File: src/rtl/pp_seq_pkg.sv
`timescale 1ns/1ps
package pp_seq_pkg;

    localparam int STEP_W = 4;

    typedef enum logic [1:0] {
        OP_READ  = 2'd0,
        OP_WRITE = 2'd1,
        OP_OPEN  = 2'd2,
        OP_CLOSE = 2'd3
    } pp_op_e;

    typedef enum logic [1:0] {
        DS_KEEP  = 2'd0,
        DS_ADDR  = 2'd1,
        DS_WDATA = 2'd2,
        DS_SAVED = 2'd3
    } dsel_e;

    typedef enum logic [1:0] {
        SM_NONE = 2'd0,
        SM_LO   = 2'd1,
        SM_HI   = 2'd2
    } smp_e;

    typedef struct packed {
        logic [3:0] ctrl;
        logic       ctrl_saved;
        dsel_e      dsel;
        smp_e       smp;
        logic       last;
    } step_t;

    localparam logic [3:0] CTRL_IDLE  = 4'h4;
    localparam logic [3:0] CTRL_SEL   = 4'hC;
    localparam logic [3:0] CTRL_SELCK = 4'hE;
    localparam logic [3:0] CTRL_RDSTB = 4'h6;
    localparam logic [3:0] CTRL_WRARM = 4'h5;
    localparam logic [3:0] CTRL_WRSTB = 4'h7;

    localparam logic [7:0] BASE_REGS  = 8'h08;
    localparam logic [7:0] BASE_CMDS  = 8'h10;
    localparam logic [7:0] CLOSE_ADDR = 8'h20;
    localparam logic [7:0] DATA_RESET = 8'h00;

    function automatic logic [3:0] latch_ctrl(input logic [2:0] idx);
        case (idx)
            3'd1:    return CTRL_SEL;
            3'd2:    return CTRL_SELCK;
            3'd3:    return CTRL_SELCK;
            3'd4:    return CTRL_SEL;
            default: return CTRL_IDLE;
        endcase
    endfunction

    function automatic logic [7:0] bus_addr(input logic cmdset, input logic [2:0] index);
        return (cmdset ? BASE_CMDS : BASE_REGS) + {5'd0, index};
    endfunction

    function automatic step_t step_of(input pp_op_e op, input logic [STEP_W-1:0] idx);
        step_t s;
        s.ctrl       = CTRL_IDLE;
        s.ctrl_saved = 1'b0;
        s.dsel       = DS_KEEP;
        s.smp        = SM_NONE;
        s.last       = 1'b1;
        if (op != OP_OPEN && idx < STEP_W'(8)) begin
            s.ctrl = latch_ctrl(idx[2:0]);
            s.dsel = (idx == '0) ? DS_ADDR : DS_KEEP;
            s.last = 1'b0;
        end else begin
            case (op)
                OP_READ: begin
                    if (idx == STEP_W'(8)) begin
                        s.ctrl = CTRL_RDSTB;
                        s.smp  = SM_LO;
                        s.last = 1'b0;
                    end else if (idx == STEP_W'(9)) begin
                        s.smp  = SM_HI;
                        s.last = 1'b0;
                    end
                end
                OP_WRITE: begin
                    case (idx)
                        STEP_W'(8):  begin s.dsel = DS_WDATA; s.last = 1'b0; end
                        STEP_W'(9):  begin s.ctrl = CTRL_WRARM; s.last = 1'b0; end
                        STEP_W'(10): begin s.ctrl = CTRL_WRSTB; s.last = 1'b0; end
                        STEP_W'(11): begin s.ctrl = CTRL_WRARM; s.last = 1'b0; end
                        default:     ;
                    endcase
                end
                OP_CLOSE: begin
                    s.ctrl_saved = 1'b1;
                    s.dsel       = DS_SAVED;
                end
                default: ;
            endcase
        end
        return s;
    endfunction

endpackage

File: src/rtl/pp_step_rom.sv
`timescale 1ns/1ps
module pp_step_rom
    import pp_seq_pkg::*;
(
    input  pp_op_e              op,
    input  logic [STEP_W-1:0]   idx,
    output step_t               step
);
    assign step = step_of(op, idx);
endmodule

File: src/rtl/pp_hold_timer.sv
`timescale 1ns/1ps
module pp_hold_timer #(
    parameter int HOLD_W = 8
) (
    input  logic              clk,
    input  logic              rst,
    input  logic              run,
    input  logic [HOLD_W-1:0] limit,
    output logic              expire
);
    logic [HOLD_W-1:0] cnt_q;

    assign expire = run && (cnt_q == limit);

    always_ff @(posedge clk) begin
        if (rst || !run || expire) begin
            cnt_q <= '0;
        end else begin
            cnt_q <= cnt_q + 1'b1;
        end
    end
endmodule

File: src/rtl/pp_nibble_join.sv
`timescale 1ns/1ps
module pp_nibble_join (
    input  logic       clk,
    input  logic       rst,
    input  logic       take_lo,
    input  logic       take_hi,
    input  logic [7:0] status,
    output logic [7:0] joined
);
    logic [3:0] lo_q;
    logic [3:0] hi_q;
    logic       unused_status_low;

    assign unused_status_low = ^status[3:0];
    assign joined = {hi_q, lo_q};

    always_ff @(posedge clk) begin
        if (rst) begin
            lo_q <= '0;
            hi_q <= '0;
        end else begin
            if (take_lo) lo_q <= status[7:4];
            if (take_hi) hi_q <= status[7:4];
        end
    end
endmodule

File: src/rtl/pp_nibble_seq.sv
`timescale 1ns/1ps
module pp_nibble_seq
    import pp_seq_pkg::*;
#(
    parameter int HOLD_W = 8
) (
    input  logic              clk,
    input  logic              rst,
    input  logic [HOLD_W-1:0] cfg_hold,
    input  logic              req_valid,
    input  logic [1:0]        req_op,
    input  logic              req_cmdset,
    input  logic [2:0]        req_index,
    input  logic [7:0]        req_wdata,
    input  logic [7:0]        pp_status,
    output logic [7:0]        pp_data,
    output logic [3:0]        pp_ctrl,
    output logic              busy,
    output logic              done,
    output logic [7:0]        rdata
);
    pp_op_e            op_q;
    logic [STEP_W-1:0] step_q;
    logic [7:0]        addr_q;
    logic [7:0]        wdata_q;
    logic [HOLD_W-1:0] hold_q;
    logic [7:0]        saved_data_q;
    logic [3:0]        saved_ctrl_q;
    logic [7:0]        data_q;
    logic [3:0]        ctrl_q;
    logic              busy_q;
    logic              done_q;
    logic [7:0]        rdata_q;

    pp_op_e            req_op_e;
    logic [7:0]        req_addr;
    step_t             st_cur;
    step_t             st_nxt;
    step_t             st_first;
    logic              expire;
    logic [7:0]        joined;
    logic              take_lo;
    logic              take_hi;
    logic              unused_step_bits;

    assign req_op_e = pp_op_e'(req_op);
    assign req_addr = (req_op_e == OP_CLOSE) ? CLOSE_ADDR : bus_addr(req_cmdset, req_index);

    pp_step_rom u_rom_cur   (.op(op_q),     .idx(step_q),          .step(st_cur));
    pp_step_rom u_rom_nxt   (.op(op_q),     .idx(step_q + 1'b1),   .step(st_nxt));
    pp_step_rom u_rom_first (.op(req_op_e), .idx('0),              .step(st_first));

    assign unused_step_bits = ^{st_first.smp, st_first.last, st_nxt.smp, st_nxt.last,
                                st_cur.ctrl, st_cur.ctrl_saved, st_cur.dsel};

    pp_hold_timer #(.HOLD_W(HOLD_W)) u_timer (
        .clk    (clk),
        .rst    (rst),
        .run    (busy_q),
        .limit  (hold_q),
        .expire (expire)
    );

    assign take_lo = expire && (st_cur.smp == SM_LO);
    assign take_hi = expire && (st_cur.smp == SM_HI);

    pp_nibble_join u_join (
        .clk     (clk),
        .rst     (rst),
        .take_lo (take_lo),
        .take_hi (take_hi),
        .status  (pp_status),
        .joined  (joined)
    );

    function automatic logic [7:0] pick_data(input dsel_e sel, input logic [7:0] keep,
                                             input logic [7:0] addr, input logic [7:0] wd,
                                             input logic [7:0] saved);
        case (sel)
            DS_ADDR:  return addr;
            DS_WDATA: return wd;
            DS_SAVED: return saved;
            default:  return keep;
        endcase
    endfunction

    always_ff @(posedge clk) begin
        if (rst) begin
            op_q         <= OP_READ;
            step_q       <= '0;
            addr_q       <= '0;
            wdata_q      <= '0;
            hold_q       <= '0;
            saved_data_q <= DATA_RESET;
            saved_ctrl_q <= CTRL_IDLE;
            data_q       <= DATA_RESET;
            ctrl_q       <= CTRL_IDLE;
            busy_q       <= 1'b0;
            done_q       <= 1'b0;
            rdata_q      <= '0;
        end else begin
            done_q <= 1'b0;
            if (!busy_q) begin
                if (req_valid) begin
                    op_q    <= req_op_e;
                    step_q  <= '0;
                    addr_q  <= req_addr;
                    wdata_q <= req_wdata;
                    hold_q  <= cfg_hold;
                    busy_q  <= 1'b1;
                    if (req_op_e == OP_OPEN) begin
                        saved_data_q <= data_q;
                        saved_ctrl_q <= ctrl_q;
                    end
                    ctrl_q <= st_first.ctrl_saved ? saved_ctrl_q : st_first.ctrl;
                    data_q <= pick_data(st_first.dsel, data_q, req_addr, req_wdata, saved_data_q);
                end
            end else if (expire) begin
                if (st_cur.last) begin
                    busy_q <= 1'b0;
                    done_q <= 1'b1;
                    if (op_q == OP_READ) rdata_q <= joined;
                end else begin
                    step_q <= step_q + 1'b1;
                    ctrl_q <= st_nxt.ctrl_saved ? saved_ctrl_q : st_nxt.ctrl;
                    data_q <= pick_data(st_nxt.dsel, data_q, addr_q, wdata_q, saved_data_q);
                end
            end
        end
    end

    assign pp_data = data_q;
    assign pp_ctrl = ctrl_q;
    assign busy    = busy_q;
    assign done    = done_q;
    assign rdata   = rdata_q;
endmodule

File: config.mk
export PLATFORM = sky130hd
export DESIGN_NAME = pp_nibble_seq
export DESIGN_NICKNAME = d
export VERILOG_FILES = /design/src/rtl/pp_seq_pkg.sv /design/src/rtl/pp_step_rom.sv /design/src/rtl/pp_hold_timer.sv /design/src/rtl/pp_nibble_join.sv /design/src/rtl/pp_nibble_seq.sv
export SDC_FILE = /design/constraint.sdc
export NUM_CORES = 1
export LEC_CHECK = 0
export BUFFER_PORTS_ARGS = -buffer_cell sky130_fd_sc_hd__buf_2
export CAP_MARGIN = 20
export CORE_ASPECT_RATIO = 0.5
export CORE_MARGIN = 3
export CORE_UTILIZATION = 50
export DETAILED_ROUTE_END_ITERATION = 7
export PLACE_DENSITY = 0.72
export SLEW_MARGIN = 15
export SYNTH_ARGS = -nofsm -noshare
export SYNTH_HDL_FRONTEND = slang
export SYNTH_SLANG_ARGS = --single-unit
File: constraint.sdc
create_clock -name clk -period 2.6 [get_ports clk]
set_clock_uncertainty 0.2 [all_clocks]
set_input_delay 0.13 -clock clk [delete_from_list [all_inputs] [get_ports clk]]
set_output_delay 0.13 -clock clk [all_outputs]
set_load 0.02 [all_outputs]
# --- Word-level counts from Yosys, hierarchy flattened ---
# Cells that the tools add are included.
op_classes:
  addsub: 3
  order_cmp: 2
  n_eq_ne: 30
  mux: 45
  bitwise: 2
  reduce_logical: 22
op_table:
  columns: ["op", "count"]
  rows:
  - ["case mux 8 bit (3 select lines)", 2]
  - ["2-to-1 mux 4 bit", 11]
  - ["== test 4 bit, second input constant", 8]
  - ["2-to-1 mux 8 bit", 4]
  - ["== test 2 bit, second input constant", 8]
  - ["2-to-1 mux 2 bit", 7]
  - ["2-to-1 mux 1 bit", 12]
  - ["case mux 2 bit (2 select lines)", 3]
  - ["adder 8 x 1 -> 8 bit, second input constant", 1]
  - ["== test 2 x 1 -> 1 bit, second input constant", 4]
  - ["== test 8 bit", 1]
  - ["< comparator 4 bit, second input constant", 2]
  - ["case mux 4 bit (2 select lines)", 1]
  - ["adder 5 x 3 -> 6 bit", 1]
  - ["== test 3 x 2 -> 1 bit, second input constant", 2]
  - ["2-to-1 mux 3 bit", 2]
  - ["2-to-1 mux 6 bit", 1]
  - ["inequality test 2 bit, second input constant", 3]
  - ["AND reduction 3 bit", 2]
  - ["OR reduction 2 bit", 3]
  - ["logical AND 1 bit", 5]
  - ["2-to-1 mux 5 bit", 1]
  - ["AND reduction 5 bit", 1]
  - ["adder 4 x 1 -> 4 bit, second input constant", 1]
  - ["16 further kinds", 18]
totals:
  reg_bits: 80
  elab_cells: 119

# --- Depth between registers and ports, before layout ---
logic_depth:
  word_depth: 10
  ltp_mapped: 12
  mapped_depth_nobuf: 11

# --- Cells and area by module ---
# From an unflattened synthesis, not the netlist that was laid out.
hier_totals:
  hier_cells: 499
  hier_area_um2: 4075.2
modules_own_cells:
  columns: ["mod", "instances", "cells_each", "area_per_inst_um2", "seq_area_each_um2"]
  rows:
  - ["pp_nibble_seq", 1, 346, 2836.5, 1241.2]
  - ["pp_hold_timer", 1, 48, 474.2, 160.2]
  - ["pp_nibble_join", 1, 27, 284.0, 160.2]
  - ["pp_step_rom at u_rom_first", 1, 26, 161.4, 0.0]
  - ["pp_step_rom at u_rom_nxt", 1, 27, 161.4, 0.0]
  - ["pp_step_rom at u_rom_cur", 1, 25, 157.7, 0.0]

# --- Least setup slack after synthesis ---
# OpenSTA, ideal clock, no wires.
synth_path:
  kind: "register to register"
  startpoint: "register step_q[0]"
  endpoint: "register data_q[2] (netlist: pp_data[2])"
  setup_time_ns: 0.072
  arrival_time_ns: 2.317
  setup_slack_ns: 0.011
  path_stages_with_launch: 12
  n_path_buf: 1
  synth_period_minus_slack_ns: 2.589
  cell_sequence: "dfxtp_1 ha_1 xnor2_1 nand2_1 a21oi_1 o21ai_0 ha_1 clkbuf_1 nor2_1 nand2_1 a311o_1 mux2i_1"
synth_between:
  elab_chain_cells: 10
  elab_cells_between_ends: 31
  cone_classes: "1 x add/sub; 2 x order compare; 10 x eq/ne; 13 x mux; 5 x reduce/logical"
synth_rtl:
  columns: ["item", "line", "text"]
  rows:
  - ["start: declaration", "pp_nibble_seq.sv:23", "logic [STEP_W-1:0] step_q;"]
  - ["start signal: assignment", "pp_nibble_seq.sv:124", "step_q <= step_q + 1'b1;"]
  - ["adder 4 x 1 -> 4 bit", "pp_nibble_seq.sv:50", "pp_step_rom u_rom_nxt (.op(op_q), .idx(step_q + 1'b1), .step(st_nxt));"]
  - ["== test 4 bit", "pp_seq_pkg.sv:84", "case (idx)"]
  - ["2-to-1 mux 2 bit", "pp_seq_pkg.sv:84", null]
  - ["case mux 2 bit (2 select lines)", "pp_seq_pkg.sv:72", "case (op)"]
  - ["2-to-1 mux 2 bit", "pp_seq_pkg.sv:67", "if (op != OP_OPEN && idx < STEP_W'(8)) begin"]
  - ["== test 2 bit / == test 2 x 1 -> 1 bit (equally long branches)", "pp_nibble_seq.sv:79", "case (sel)"]
  - ["case mux 8 bit (3 select lines)", "pp_nibble_seq.sv:79", null]
  - ["2-to-1 mux 8 bit", "pp_nibble_seq.sv:119", "if (st_cur.last) begin"]
  - ["2-to-1 mux 8 bit", "pp_nibble_seq.sv:118", "end else if (expire) begin"]
  - ["2-to-1 mux 8 bit", "pp_nibble_seq.sv:103", "if (!busy_q) begin"]
  - ["end signal: assignment", "pp_nibble_seq.sv:116", "data_q <= pick_data(st_first.dsel, data_q, req_addr, req_wdata, saved_data_q);"]
  - ["end signal: assignment", "pp_nibble_seq.sv:126", "data_q <= pick_data(st_nxt.dsel, data_q, addr_q, wdata_q, saved_data_q);"]
  - ["end: declaration", "pp_nibble_seq.sv:29", "logic [7:0] data_q;"]
# Several ways; a longest one is shown, not always the timed one. The select of a mux whose other input is x is not followed.
# A chain may end at the register's enable or synchronous reset.

# --- Final worst setup path ---
layout_path:
  startpoint: "register step_q[2]"
  endpoint: "register data_q[4] (netlist: pp_data[4])"
# The elaborated chain is that of the path after synthesis.

==> metrics <==
arrival time at the worst endpoint=between 2 and 3 ns; initial antenna violation count=0; Filler Cells Inserted=545; maximum vdd drop=418.2 uV; minimum clock period=2.484 ns; Root Buffer Master=clkbuf_16; Setup violations, final=0; CP startpoint kind=flop; Setup TNS=0 ns; Tcrit/Tclk final=around 96%; vias in the first global route=3184; RSZ-0062 raised after global routing=no; Post-Syn Area per Cell=about 8.5 um2; asr flop ratio synth=0%; final slew viol count=0; cell count after synthesis=around 420; worst min path class=flop to flop; antenna diode count=0; Seq cells post-synth=78; pwr dens=~580 nW/um2; core area=a little under 7000 um2; Nets=556; DP Wirelength=5790 um; EDFF count, synth=0; Worst-path clk slew=0.06 ns; top post-synthesis cells by count=81 x nand2_1, 78 x dfxtp_1, 49 x a21oi_1; Post-Syn Nets=458; Final ANT Viol Nets=0; Seq/Total Area, Yosys=43.99%; Crit. End Element=flop; Rows=21; detailed router's first-iteration violation count=~250; final WL=9248 um; Yosys warning count=0; Rel. slew slack=between 60% and 70%; outcome=finished clean; Max Freq=0.4026 GHz; Via-to-Cell Ratio=5.375; post-synth top area share=~44%; drt wl/cell=15.16 um; drt drc=0; PortBufs=50; area growth from synthesis to layout=32.43%; post-synth cell types=45; IO Pins=55; maximum fanout along the worst path=6; Initial Util=between 50% and 60%; first drt pass iteration count=4; hold path cells=2; Required @ worst endpoint=2.67 ns; Worst Setup Slack post-DPL=slightly above 0.07 ns; Clock Latency Late Sink=around 0.34 ns; Main synth FF type=dfxtp_1; total vias in the final route=3279; layout cell share with drive strength beyond 1=20.85%; CTS HTree Levels=3; pin count of the biggest net entering global routing=65; leakage=between 1.5 and 2 nW; TritonCTS Buffers=9; top-count cell post-synth=nand2_1; die extent in x=approximately 130 um; Fin. Hold Viols=0; CTS max path bufs=2; Multi-input gate area=roughly 1900 um2; # Max-Cap Violations=0; FF-to-FF path depth=10; cell taking the most area after synthesis=dfxtp_1; pin slew with the least headroom to its limit=0.5657 ns; CTS tree=done; clk sinks=78; GRT overflow=0; Crit Path Class=flop to flop; Die ar.=8208 um2; post-synthesis cell area=about 3500 um2; GRT Util Overall=23.53%; first-pass GRT wire length=15170 um; Die Y=65.58 um; synth top area cells=dfxtp_1 44%, nand2_1 8.6%, mux2i_1 7.0%; gp weighted congestion=0.8886; FF+latch area=1562 um2; final worst slack=0.1160 ns
## critical path, cell delays in order, from the launching register on
cell,delay [ns]
dfxtp_1,0.35
and3_2,0.27
xnor2_2,0.15
o21ai_0,0.31
inv_1,0.09
ha_2,0.24
nor2_1,0.13
buf_4,0.16
nand2_1,0.06
a311o_1,0.34
mux2i_1,0.12
## what timing repair did
item | CTS | global route
setup endpoints to repair | 0 | 8
hold buffers | 36 | 0
gates resized for setup | 0 | 8
setup buffers | 0 | 1
endpoints found under the hold margin | 36 | 0
## flip-flops by register name, indices dropped and copies added, names as in the netlist
register and count:
rdata 8, pp_data 8, u_join.lo_q 4, done 1, pp_ctrl 4, u_join.hi_q 4
op_q 2, saved_ctrl_q 4, hold_q 8, u_timer.cnt_q 8, busy 1, saved_data_q 8
wdata_q 8, addr_q 6, step_q 4
## final cells by class
type | count | share of cell area, %
Multi-Input combinational cell | 307 | 40.35
Sequential cell | 78 | 33.22
Tap cell | 92 | 2.449
Clock buffer | 10 | 5.084
Timing Repair Buffer | 112 | 17.67
Inverter | 6 | 0.4791
Clock inverter | 5 | 0.7453
## worst paths after layout
| check | start | end | slack (ns) |
|---|---|---|---|
| setup reg to reg | step_q[2] | pp_data[4] | 0.12 |
| hold / removal | saved_data_q[1] | saved_data_q[1] | 0.25 |
| setup / recovery | step_q[2] | pp_data[4] | 0.12 |
| hold reg to reg | saved_data_q[1] | saved_data_q[1] | 0.25 |
## stage by stage
step / power, W / instance area (um2) / hold WS, ns / utilization, % / cells
finish: 0.002730 / 4701 / 0.2534 / 69.34 / 610
global route: 0.002833 / 4701 / 0.2733 / 69.34 / 610
CTS: 0.002732 / 4651 / 0.2532 / 68.60 / 609
detailed placement: 0.001538 / 4016 / 0.1761 / 59.25 / 558
global placement: 0.001535 / 4016 / 0.1742 / 59.25 / 558
floorplan: 0.001449 / 3550 / 0.06596 / - / 416
## metal layers
metal | vias up | track usage [%] | part of all wire [%] | wire [um]
met1 | 1532 | 29.25 | 46 | 4244
met3 | 26 | 7.792 | 5.6 | 522
met5 | - | 0 | 0 | 0
met4 | 0 | 9.595 | 2.3 | 213
li1 | 1623 | - | - | -
met2 | 98 | 38.10 | 46 | 4267
## cell usage in the layout (no fill, tap or decap), drive strengths merged, types with 2 or more instances in the layout
| cell type | n |
|---|---|
| nand2b | 9 |
| nand3 | 12 |
| clkbuf | 10 |
| a211o | 2 |
| a21oi | 49 |
| nand2 | 81 |
| inv | 7 |
| xor2 | 6 |
| a22o | 4 |
| clkinv | 3 |
| nand3b | 2 |
| a211oi | 2 |
| dlygate4sd3 | 36 |
| buf | 76 |
| ha | 9 |
| nor3 | 4 |
| o22ai | 2 |
| and2 | 2 |
| o21ai | 7 |
| nand4 | 5 |
| a31oi | 2 |
| nor2b | 7 |
| a22oi | 5 |
| dfxtp | 78 |
| a311o | 5 |
| o211ai | 5 |
| xnor2 | 12 |
| and3 | 4 |
| nor2 | 37 |
| mux2i | 25 |
## where the power goes
| group | internal, W | total, W | switching, W |
|---|---|---|---|
| logic | 0.000138 | 0.000311 | 0.000174 |
| registers | 0.00123 | 0.00126 | 0.0000287 |
| clock network | 0.000668 | 0.00116 | 0.000493 |
## kinds of logic after synthesis
logic type,Yosys count,synth area share [%]
AND/OR/NAND/NOR,166,21.29
AO/OA/AOI/OAI,89,16.57
flip-flops,78,43.99
buffers and inverters,31,3.490
multiplexers,25,7.050
XOR/XNOR,18,4.441
adder cells (fa/ha/maj),9,3.172
Note: power is estimated with default switching activity, not from simulation.
